`src/rtl/fpla_pkg.sv`:
```
package fpla_pkg;

  typedef enum logic [1:0] {
    LIT_OFF  = 2'b00,
    LIT_NEG  = 2'b01,
    LIT_POS  = 2'b10,
    LIT_KILL = 2'b11
  } lit_code_e;

  // contribution of one input to one product term
  function automatic logic lit_pass(input logic [1:0] code, input logic x);
    case (lit_code_e'(code))
      LIT_OFF: lit_pass = 1'b1;
      LIT_NEG: lit_pass = ~x;
      LIT_POS: lit_pass = x;
      default: lit_pass = 1'b0;
    endcase
  endfunction

  // output inverter stage modelled as an XOR
  function automatic logic pol_apply(input logic sum, input logic inv);
    pol_apply = sum ^ inv;
  endfunction

endpackage

```
`src/rtl/fpla_and_plane.sv`:
```
module fpla_and_plane
  import fpla_pkg::*;
#(
  parameter int N  = 3,
  parameter int P  = 4,
  parameter int AW = 2
) (
  input  logic           clk,
  input  logic           row_we,
  input  logic [AW-1:0]  row_idx,
  input  logic [2*N-1:0] row_data,
  input  logic [N-1:0]   in_vec,
  output logic [P-1:0]   term_vec,
  output logic [P-1:0]   kill_vec
);

  logic [2*N-1:0] row_q [P];

  always_ff @(posedge clk) begin
    for (int t = 0; t < P; t++) begin
      if (row_we && row_idx == AW'(t)) row_q[t] <= row_data;
    end
  end

  for (genvar t = 0; t < P; t++) begin : g_term
    always_comb begin
      logic acc;
      logic dead;
      acc  = 1'b1;
      dead = 1'b0;
      for (int i = 0; i < N; i++) begin
        acc  = acc & lit_pass(row_q[t][2*i +: 2], in_vec[i]);
        dead = dead | (row_q[t][2*i +: 2] == LIT_KILL);
      end
      term_vec[t] = acc;
      kill_vec[t] = dead;
    end
  end

endmodule

```
`src/rtl/fpla_or_plane.sv`:
```
module fpla_or_plane
  import fpla_pkg::*;
#(
  parameter int P  = 4,
  parameter int M  = 2,
  parameter int AW = 2
) (
  input  logic          clk,
  input  logic          col_we,
  input  logic [AW-1:0] col_idx,
  input  logic [P+1:0]  col_data,
  input  logic [P-1:0]  term_vec,
  output logic [M-1:0]  sum_vec,
  output logic [M-1:0]  empty_vec,
  output logic [M-1:0]  comb_vec,
  output logic [M-1:0]  reg_sel_vec
);

  localparam int POL_BIT = P;
  localparam int REG_BIT = P + 1;

  logic [P+1:0] col_q [M];

  always_ff @(posedge clk) begin
    for (int o = 0; o < M; o++) begin
      if (col_we && col_idx == AW'(o)) col_q[o] <= col_data;
    end
  end

  for (genvar o = 0; o < M; o++) begin : g_sum
    assign sum_vec[o]     = |(term_vec & col_q[o][P-1:0]);
    assign empty_vec[o]   = ~|col_q[o][P-1:0];
    assign comb_vec[o]    = pol_apply(sum_vec[o], col_q[o][POL_BIT]);
    assign reg_sel_vec[o] = col_q[o][REG_BIT];
  end

endmodule

```
`src/rtl/fpla_out_stage.sv`:
```
module fpla_out_stage #(
  parameter int M = 2
) (
  input  logic         clk,
  input  logic         rst,
  input  logic [M-1:0] comb_vec,
  input  logic [M-1:0] reg_sel_vec,
  output logic [M-1:0] q_vec,
  output logic [M-1:0] out_vec
);

  always_ff @(posedge clk) begin
    if (rst) q_vec <= '0;
    else     q_vec <= comb_vec;
  end

  for (genvar o = 0; o < M; o++) begin : g_sel
    assign out_vec[o] = reg_sel_vec[o] ? q_vec[o] : comb_vec[o];
  end

endmodule

```
`src/rtl/fpla_core.sv`:
```
module fpla_core #(
  parameter int N = 3,
  parameter int P = 4,
  parameter int M = 2,
  localparam int SPAN = (P > M) ? P : M,
  localparam int AW   = (SPAN > 1) ? $clog2(SPAN) : 1,
  localparam int DW   = (2*N > P+2) ? 2*N : P+2
) (
  input  logic          clk,
  input  logic          rst,
  input  logic          cfg_we,
  input  logic          cfg_col,
  input  logic [AW-1:0] cfg_idx,
  input  logic [DW-1:0] cfg_data,
  input  logic [N-1:0]  in_vec,
  output logic [M-1:0]  out_vec
);

  // named internal events, observed by the bound checker
  logic          row_we;
  logic          col_we;
  logic [P-1:0]  term_vec;
  logic [P-1:0]  kill_vec;
  logic [M-1:0]  sum_vec;
  logic [M-1:0]  empty_vec;
  logic [M-1:0]  comb_vec;
  logic [M-1:0]  reg_sel_vec;
  logic [M-1:0]  q_vec;

  assign row_we = cfg_we & ~cfg_col;
  assign col_we = cfg_we & cfg_col;

  fpla_and_plane #(.N(N), .P(P), .AW(AW)) u_and (
    .clk      (clk),
    .row_we   (row_we),
    .row_idx  (cfg_idx),
    .row_data (cfg_data[2*N-1:0]),
    .in_vec   (in_vec),
    .term_vec (term_vec),
    .kill_vec (kill_vec)
  );

  fpla_or_plane #(.P(P), .M(M), .AW(AW)) u_or (
    .clk         (clk),
    .col_we      (col_we),
    .col_idx     (cfg_idx),
    .col_data    (cfg_data[P+1:0]),
    .term_vec    (term_vec),
    .sum_vec     (sum_vec),
    .empty_vec   (empty_vec),
    .comb_vec    (comb_vec),
    .reg_sel_vec (reg_sel_vec)
  );

  fpla_out_stage #(.M(M)) u_out (
    .clk         (clk),
    .rst         (rst),
    .comb_vec    (comb_vec),
    .reg_sel_vec (reg_sel_vec),
    .q_vec       (q_vec),
    .out_vec     (out_vec)
  );

endmodule

```
`config.mk`:
```
export PLATFORM = sky130hd
export DESIGN_NAME = fpla_core
export DESIGN_NICKNAME = d
export VERILOG_FILES = /design/src/rtl/fpla_pkg.sv /design/src/rtl/fpla_and_plane.sv /design/src/rtl/fpla_or_plane.sv /design/src/rtl/fpla_out_stage.sv /design/src/rtl/fpla_core.sv
export SDC_FILE = /design/constraint.sdc
export NUM_CORES = 1
export LEC_CHECK = 0
export ABC_AREA = 1
export CORE_MARGIN = 1
export CORE_UTILIZATION = 61
export CTS_CLUSTER_DIAMETER = 200
export DETAILED_ROUTE_END_ITERATION = 10
export DONT_BUFFER_PORTS = 1
export PLACE_DENSITY_LB_ADDON = 0.15
export SKIP_CTS_REPAIR_TIMING = 1
export SLEW_MARGIN = 20
export SYNTH_ARGS = -nofsm -noshare
export SYNTH_HDL_FRONTEND = slang
export SYNTH_HIERARCHICAL = 1
export SYNTH_SLANG_ARGS = --single-unit
```
`constraint.sdc`:
```
create_clock -name clk -period 1.4 [get_ports clk]
set_input_delay 0.14 -clock clk [delete_from_list [all_inputs] [get_ports clk]]
set_output_delay 0.14 -clock clk [all_outputs]
set_load 0.1 [all_outputs]
```
==> results of run 1 <==
-- through the flow --
stage                     hold WS, ps  power, mW  worst slack [ps]   util
final                             146       2.38              -504  0.766
after detailed placement          214       1.46              -145  0.681
after CTS                        -163       2.35              -539  0.722
after global routing              121       2.46              -609  0.766
after floorplan                   211       1.44              13.8      -
after global placement            212       1.46             -93.7  0.681
-- per-layer routing --
metal,wire [um],GRT usage,share of wire
met1,1160,0.271,0.40
met4,31,0.0789,0.011
met3,146,0.0891,0.050
met5,0,0,0
met2,1580,0.356,0.54
-- path summary, 6_finish.rpt --
| check | cells past startpoint | from | slack, ps | to |
|---|---|---|---|---|
| min reg2reg | 4 | u_or/col_q[0][10]$_DFFE_PP_ | 720 | u_out/q_vec[1]$_SDFF_PP0_ |
| max reg2reg | 13 | u_and/row_q[0][1]$_DFFE_PP_ | -40 | u_out/q_vec[0]$_SDFF_PP0_ |
| min | 2 | cfg_idx[1] | 150 | u_or/col_q[0][11]$_DFFE_PP_ |
| max | 9 | u_and/row_q[0][3]$_DFFE_PP_ | -500 | out_vec[1] |
-- report_power, final --
part           leakage [nW]  internal, mW  total, mW  switching (mW)
logic                 0.441        0.0611      0.189           0.128
clock network        0.0528         0.550      0.903           0.353
registers             0.344          1.28       1.29          0.0110
-- state kept, by name, summed over array words and instances, names as in the netlist --
name and count:
u_and/row_q 24, u_or/col_q 12, u_out/q_vec 2
-- layout make-up --
| class | instances | area (um2) |
|---|---|---|
| fillers | 170 | 579 |
| well taps | 30 | 37.5 |
| clock buffers | 5 | 37.5 |
| repair buffers | 14 | 123 |
| multi-input cells | 76 | 388 |
| inverters | 34 | 128 |
| clock inverters | 3 | 63.8 |
| flip-flops and latches | 38 | 1120 |
==> results.yml, run 1 <==
critical_path:
  path_class: "register to output port"
  worstPathArrival_ps: 1760
  slowest_delay_ps: 340
  required_ps: 1260
  crit_family: "simple AND/OR/NAND/NOR gates"
  crit_slowest_cell: "edfxtp_1"
  cp_cell_sequence: "inv_1 -> o21ai_0 -> nor2_4 -> nand2_2 -> nand2_2 -> o21ai_1 -> nand2_2 -> nand2_4 -> nand2_8"
  cp-end-kind: "output port"
  start_kind: "register"
  crit_buf_inv: 1
  cpMostUsedCell: "nand2_2"
  worstPathMaxFanout: 2
finish:
  layoutNonFillerInstCount: 200
  stdcell_area_um2: 1900
  diodes: 0
  areaGrowthSynthToFinish_pct: 18.3
  drive_gt1_frac: 0.194
  final_common_cell: "nand2_1"
  num-nets-final: 184
  final_cell_mix: "44 x nand2_1, 36 x edfxtp_1, 32 x inv_1"
detailed_routing:
  wirelength_mm: 2.92
  ant_nets: 0
  drcViolationCount: 0
  vias: 991
  routedWlPerCell_um: 14.6
  routed_via_density: 4.96
  first_iter_violations: 29
  firstDrtPassIters: 4
die:
  dieArea_um2: 2840
  start_util: 0.647
  die_h_um: 53.3
  ios: 17
  chipWidth_um: 53.3
  coreArea_um2: 2480
  rows: 18
outcome:
  violations: "negative setup slack"
  outcome: "finished, violations left"
sta:
  slew_headroom: 0.761
  skew_ps: 8.49
  finalSetupTns_ps: -1000
  final-max-slew-violation-count: 0
  setup_ws_ps: -504
  period_needed_ps: 1900
  finalSetupViolations: 3
  worst_slew_pin_slew_ps: 355
  max_freq_mhz: 525
  timing.final.crit_share: 1.36
  hold_viol: 0
  rsz0062_at_grt: "true"
clocking:
  worstSkewPairLatency_ps: 340
  clkTransAtPathRegs_ps: 110
  cts_root_buf: "clkbuf_4"
  cts_max_level: 2
  cts_buffers: 5
  clockBufferDepth: 2
  tritoncts: "yes"
  cts.sinks: 38
placed_design:
  io_buffers: 0
  dpl-instance-area_um2: 1690
  placedCellCount: 185
  place.gp.congestion: 0.816
  dp_hpwl_mm: 1.94
logic_synthesis:
  syn_area_um2: 1600
  yosysWarnings: 6
  syn_inst: 154
  syn_nets: 169
  syn_avg_cell_area_um2: 10.4
pwr:
  p_leak_nw: 0.838
  peakVddDrop_uv: 1220
  p_per_area_nw_per_um2: 1260
grt:
  grt_max_degree: 13
  grt_util_all_layers: 0.223
  antenna_found_initial: 0
  grt_pass1_wl_mm: 4.06
  grt_pass1_vias: 908
  grt_overflow: 0
flow_run:
  maxCapViolCount: 0
min_path:
  hp-class: "input pin to register"
No activity file was read; power rests on OpenSTA's default activity.
==> run 2, diff against run 1 <==
--- a/config.mk
+++ b/config.mk
@@ -8,6 +8,7 @@
 export ABC_AREA = 1
 export CORE_MARGIN = 1
 export CORE_UTILIZATION = 61
+export CTS_BUF_LIST = sky130_fd_sc_hd__clkbuf_16
 export CTS_CLUSTER_DIAMETER = 200
 export DETAILED_ROUTE_END_ITERATION = 10
 export DONT_BUFFER_PORTS = 1
==> run 2 against run 1 <==
The run still ends with negative setup slack left; first-iteration DRC count fell by 52%; core utilization rose by 3.3 points; maximum frequency rose by 5.2%; cell count rose by 0.50%; critical path type unchanged.
==> results.yml, run 2 (same netlist as run 1, synthesis figures left out) <==
min_path:
  hp-class: "input pin to register"
  worstHoldStart: "cfg_idx[1]"
  holdPathEnd: "u_or/col_q[0][11]$_DFFE_PP_"
  hold_depth: 2
sta:
  finalSetupViolations: 3
  slew_headroom: 0.838
  hold_viol: 0
  finalSetupTns_ps: -764
  period_needed_ps: 1810
  skew_ps: 4.39
  max_freq_mhz: 553
  final-max-slew-violation-count: 0
  rsz0062_at_grt: "true"
  timing.final.crit_share: 1.29
  worst_slew_pin_slew_ps: 240
  setup_ws_ps: -409
  holdWs_ps: 220
detailed_routing:
  firstDrtPassIters: 4
  routed_via_density: 4.90
  routedWlPerCell_um: 14.2
  vias: 984
  wirelength_mm: 2.86
  first_iter_violations: 14
  drcViolationCount: 0
  ant_nets: 0
placed_design:
  dp_slack_ps: -145
  place.gp.congestion: 0.816
  dp_hpwl_mm: 1.94
  io_buffers: 0
outcome:
  violations: "negative setup slack"
  outcome: "finished, violations left"
grt:
  antenna_found_initial: 0
  grt_overflow: 0
  grt_pass1_wl_mm: 4.11
  grt_util_all_layers: 0.226
  grt_pass1_vias: 914
  grt_max_degree: 13
clocking:
  worstSkewPairLatency_ps: 280
  clockBufferDepth: 2
  cts_buffers: 5
  clkTransAtPathRegs_ps: 60
  cts.sinks: 38
  tritoncts: "yes"
  cts_root_buf: "clkbuf_16"
  cts_max_level: 2
pwr:
  p_per_area_nw_per_um2: 1470
  p_total_mw: 2.91
  peakVddDrop_uv: 1650
  p_leak_nw: 0.875
critical_path:
  cp-end-kind: "output port"
  start_kind: "register"
  worstPathArrival_ps: 1670
  worstPathMaxFanout: 2
  worstReg2RegStart: "u_and/row_q[1][3]$_DFFE_PP_"
  path_class: "register to output port"
  required_ps: 1260
  r2r_end: "u_out/q_vec[1]$_SDFF_PP0_"
  reg2reg_slack_ps: -20
  r2r.worst_path.cells: 10
finish:
  diodes: 0
  top_register: "u_and/row_q"
  final_util: 0.799
  drive_gt1_frac: 0.187
  largest_reg_flops: 24
  final_cell_mix: "47 x nand2_1, 36 x edfxtp_1, 31 x inv_1"
  largestRegisters: "u_and/row_q: 24 flops, u_or/col_q: 12 flops, u_out/q_vec: 2 flops"
  final_common_cell: "nand2_1"
  num-nets-final: 185
  areaGrowthSynthToFinish_pct: 23.4
flow_run:
  maxCapViolCount: 0
die:
  dieArea_um2: 2840
  ios: 17
  die_h_um: 53.3
  start_util: 0.647
  rows: 18
  coreArea_um2: 2480
  chipWidth_um: 53.3
## run 2: cell count changes in the layout (fill, tap and decap cells not counted), moves of 2 or more
cell       change
clkbuf_16      +5
nand2_2        -2
nand2_1        +3
clkbuf_4       -5
## run 2: worst max path at each step
stage | startpoint | endpoint | slack [ps]
2_1_floorplan | u_and/row_q[2][4]$_DFFE_PP_ | out_vec[0] | 10
3_3_place_gp | u_and/row_q[1][5]$_DFFE_PP_ | out_vec[0] | -90
3_5_place_dp | u_and/row_q[1][5]$_DFFE_PP_ | out_vec[1] | -140
4_1_cts | u_and/row_q[1][5]$_DFFE_PP_ | out_vec[1] | -470
5_1_grt | u_and/row_q[1][5]$_DFFE_PP_ | out_vec[1] | -550
6_report | u_and/row_q[0][1]$_DFFE_PP_ | out_vec[1] | -410
## run 2: layout make-up
type	count	area, um2
Clock buffer	5	125
Timing Repair Buffer	15	134
Sequential cell	38	1120
Fill cell	152	498
Tap cell	30	37.5
Clock inverter	3	63.8
Inverter	34	128
Multi-Input combinational cell	76	370
## run 2: worst max-delay path: stages (launching register included)
cell and delay (ps):
edfxtp_1 370, inv_1 70, nand2_1 50, nand2_1 60, nand2_1 60, nor2_2 120
nand2_1 80, nand2_2 90, o21ai_1 90, nand2_2 120, nand2_2 90, nand2_8 170
## run 2: report_power, final
group / switching (mW) / internal [mW]
logic: 0.126 / 0.0637
registers: 0.0103 / 1.28
clock network: 0.408 / 1.01
## run 2: stage by stage
stage,cell area [um2],std cells
6_report,1980,201
5_1_grt,1980,201
4_1_cts,1880,193
3_5_place_dp,1690,185
3_3_place_gp,1690,185
2_1_floorplan,1640,154
## run 2: routing by layer
metal	share of wire	track usage	vias to the layer above
met3	0.050	0.0920	9
met1	0.42	0.267	444
met5	0	0	-
li1	-	-	506
met2	0.51	0.369	25
met4	0.021	0.0789	0
==> run 3, diff against run 2 <==
--- a/config.mk
+++ b/config.mk
@@ -7,15 +7,15 @@
 export LEC_CHECK = 0
 export ABC_AREA = 1
 export CORE_MARGIN = 1
-export CORE_UTILIZATION = 61
+export CORE_UTILIZATION = 60
 export CTS_BUF_LIST = sky130_fd_sc_hd__clkbuf_16
 export CTS_CLUSTER_DIAMETER = 200
 export DETAILED_ROUTE_END_ITERATION = 10
 export DONT_BUFFER_PORTS = 1
+export MAX_ROUTING_LAYER = met4
 export PLACE_DENSITY_LB_ADDON = 0.15
 export SKIP_CTS_REPAIR_TIMING = 1
 export SLEW_MARGIN = 20
 export SYNTH_ARGS = -nofsm -noshare
 export SYNTH_HDL_FRONTEND = slang
-export SYNTH_HIERARCHICAL = 1
 export SYNTH_SLANG_ARGS = --single-unit
==> run 3 against run 2 <==
Worst setup slack better by 110 ps; largest cell class unchanged; the run still ends with negative setup slack left; cell count down 14%; area after synthesis fell by 4.9%; critical endpoint is now out_vec[0]; global-route usage decreased by 0.70 points; via count down 2.8%; core utilization increased by 5.2 points; clock skew about the same.
==> results.yml, run 3 <==
outcome:
  outcome: "finished, violations left"
  violations: "negative setup slack"
die:
  dieArea_um2: 2750
  ios: 17
  rows: 17
  start_util: 0.664
  coreArea_um2: 2300
  die_h_um: 52.4
  chipWidth_um: 52.4
finish:
  areaGrowthSynthToFinish_pct: 28.2
  final_common_cell: "edfxtp_1"
  largest_reg_flops: 24
  top_register: "u_and.row_q"
  num-nets-final: 158
  drive_gt1_frac: 0.403
  final_cell_mix: "36 x edfxtp_1, 24 x nand2_1, 16 x nand2_2"
  final_util: 0.851
  largestRegisters: "u_and.row_q: 24 flops, u_or.col_q: 12 flops, u_out.q_vec: 2 flops"
  diodes: 0
  layoutNonFillerInstCount: 172
logic_synthesis:
  synth_seq_cells: 38
  synth_cell_types: 16
  synth_top_area_frac: 0.709
  syn_inst: 122
  syn_nets: 137
  yosysTopAreaCell: "edfxtp_1"
  ys_top_cells_by_count: "36 x edfxtp_1, 36 x nand2_1, 8 x inv_1, 8 x nand2_2, 6 x nand3_1"
  synth_edf_count: 36
  syn_area_um2: 1530
  synthTopCellsByArea: "edfxtp_1 71%, nand2_1 8.9%, nand2_2 3.3%"
  yosysWarnings: 0
  ys.flop_type: "edfxtp_1"
  syn_avg_cell_area_um2: 12.5
  seq_area_frac_synth: 0.735
  synth-async-reset-ratio: 0
clocking:
  cts_root_buf: "clkbuf_16"
  worstSkewPairLatency_ps: 280
  cts_max_level: 2
  clockBufferDepth: 2
  cts_buffers: 5
  clkTransAtPathRegs_ps: 50
  tritoncts: "yes"
  cts.sinks: 38
detailed_routing:
  firstDrtPassIters: 4
  routedWlPerCell_um: 16.7
  wl_met2_mm: 1.57
  drcViolationCount: 0
  ant_nets: 0
  wl_met1_mm: 1.15
  vias: 956
  wirelength_mm: 2.87
  top_layer: "met4"
  met3_wirelength_um: 112
  routed_via_density: 5.56
  first_iter_violations: 31
pwr:
  p_total_mw: 2.57
  p_leak_nw: 0.747
  peakVddDrop_uv: 1220
  p_per_area_nw_per_um2: 1310
critical_path:
  worstPathArrival_ps: 1560
  required_ps: 1260
  worstPathMaxFanout: 2
  path_class: "register to output port"
  reg2reg_slack_ps: 150
  r2r_end: "u_out.q_vec[0]$_SDFF_PP0_"
  worstReg2RegStart: "u_and.row_q[0][0]$_DFFE_PP_"
  start_kind: "register"
  r2r.worst_path.cells: 9
  cp-end-kind: "output port"
grt:
  grt_pass1_wl_mm: 3.72
  grt_util_all_layers: 0.219
  grt_overflow: 0
  antenna_found_initial: 0
  grt_pass1_vias: 859
  grt_max_degree: 13
sta:
  setup_ws_ps: -298
  period_needed_ps: 1700
  hold_viol: 0
  worst_slew_pin_slew_ps: 316
  slew_headroom: 0.788
  skew_ps: 4.11
  rsz0062_at_grt: "true"
  timing.final.crit_share: 1.21
  max_freq_mhz: 589
  finalSetupViolations: 2
  final-max-slew-violation-count: 0
placed_design:
  io_buffers: 0
  dp_hpwl_mm: 1.71
  place.gp.congestion: 0.826
  placedCellCount: 156
min_path:
  hp-class: "input pin to register"
  worstHoldStart: "cfg_idx[1]"
  hold_depth: 2
  holdPathEnd: "u_and.row_q[1][3]$_DFFE_PP_"
flow_run:
  maxCapViolCount: 0
run 3: how the worst max path moves through the flow:
| stage | startpoint | slack (ps) | endpoint | cells after the start |
|---|---|---|---|---|
| after floorplan | u_and.row_q[1][4]$_DFFE_PP_ | 70 | out_vec[0] | 8 |
| after global placement | u_and.row_q[3][4]$_DFFE_PP_ | -40 | out_vec[1] | 9 |
| after detailed placement | u_and.row_q[3][4]$_DFFE_PP_ | -50 | out_vec[0] | 9 |
| after CTS | u_and.row_q[1][2]$_DFFE_PP_ | -350 | out_vec[0] | 9 |
| after global routing | u_and.row_q[3][4]$_DFFE_PP_ | -410 | out_vec[0] | 10 |
| final | u_and.row_q[0][0]$_DFFE_PP_ | -300 | out_vec[0] | 10 |
run 3: area by class of cell:
type / count / area, um2
Clock buffer: 5 / 125
Clock inverter: 3 / 16.3
Fill cell: 106 / 342
Inverter: 12 / 45.0
Multi-Input combinational cell: 72 / 490
Sequential cell: 38 / 1120
Tap cell: 28 / 35.0
Timing Repair Buffer: 14 / 123
run 3: cell families (layout without fill, tap and decap cells):
| family | count (synthesis) | count (layout) | synth area share |
|---|---|---|---|
| and+or+nand+nor | 65 | 65 | 0.209 |
| DFF | 38 | 38 | 0.735 |
| buffers and inverters | 12 | 34 | 0.0295 |
| AOI/OAI and AO/OA | 7 | 7 | 0.0262 |
run 3: routing by layer:
layer / global-route usage / vias up
li1: - / 461
met1: 0.242 / 467
met2: 0.340 / 22
met3: 0.0638 / 6
met4: 0.154 / 0
met5: - / -
run 3: where the power goes:
group,switching (mW),internal (mW)
Sequential,0.0134,1.29
Clock,0.393,0.648
Combinational,0.154,0.0767
Total,0.560,2.01
run 3: through the flow:
step | TNS [ps] | hold slack, ps | setup slack (ps) | area, um2
CTS | -681 | -76.6 | -351 | 1760
global route | -796 | 218 | -408 | 1960
global placement | -63.2 | 210 | -39.6 | 1620
floorplan | 0 | 209 | 70.5 | 1540
detailed placement | -84.8 | 212 | -50.3 | 1620
finish | -569 | 220 | -298 | 1960
run 3: critical path, cell delays in order, from the launching register on:
cell and delay, ps:
edfxtp_1 370, nand2_1 80, nand2_2 70, nor2_4 140, nand3_2 90, nand2_2 110, nor2_2 50, nand2_2 70
nand2_2 70, nand2_4 90, nand2_8 130
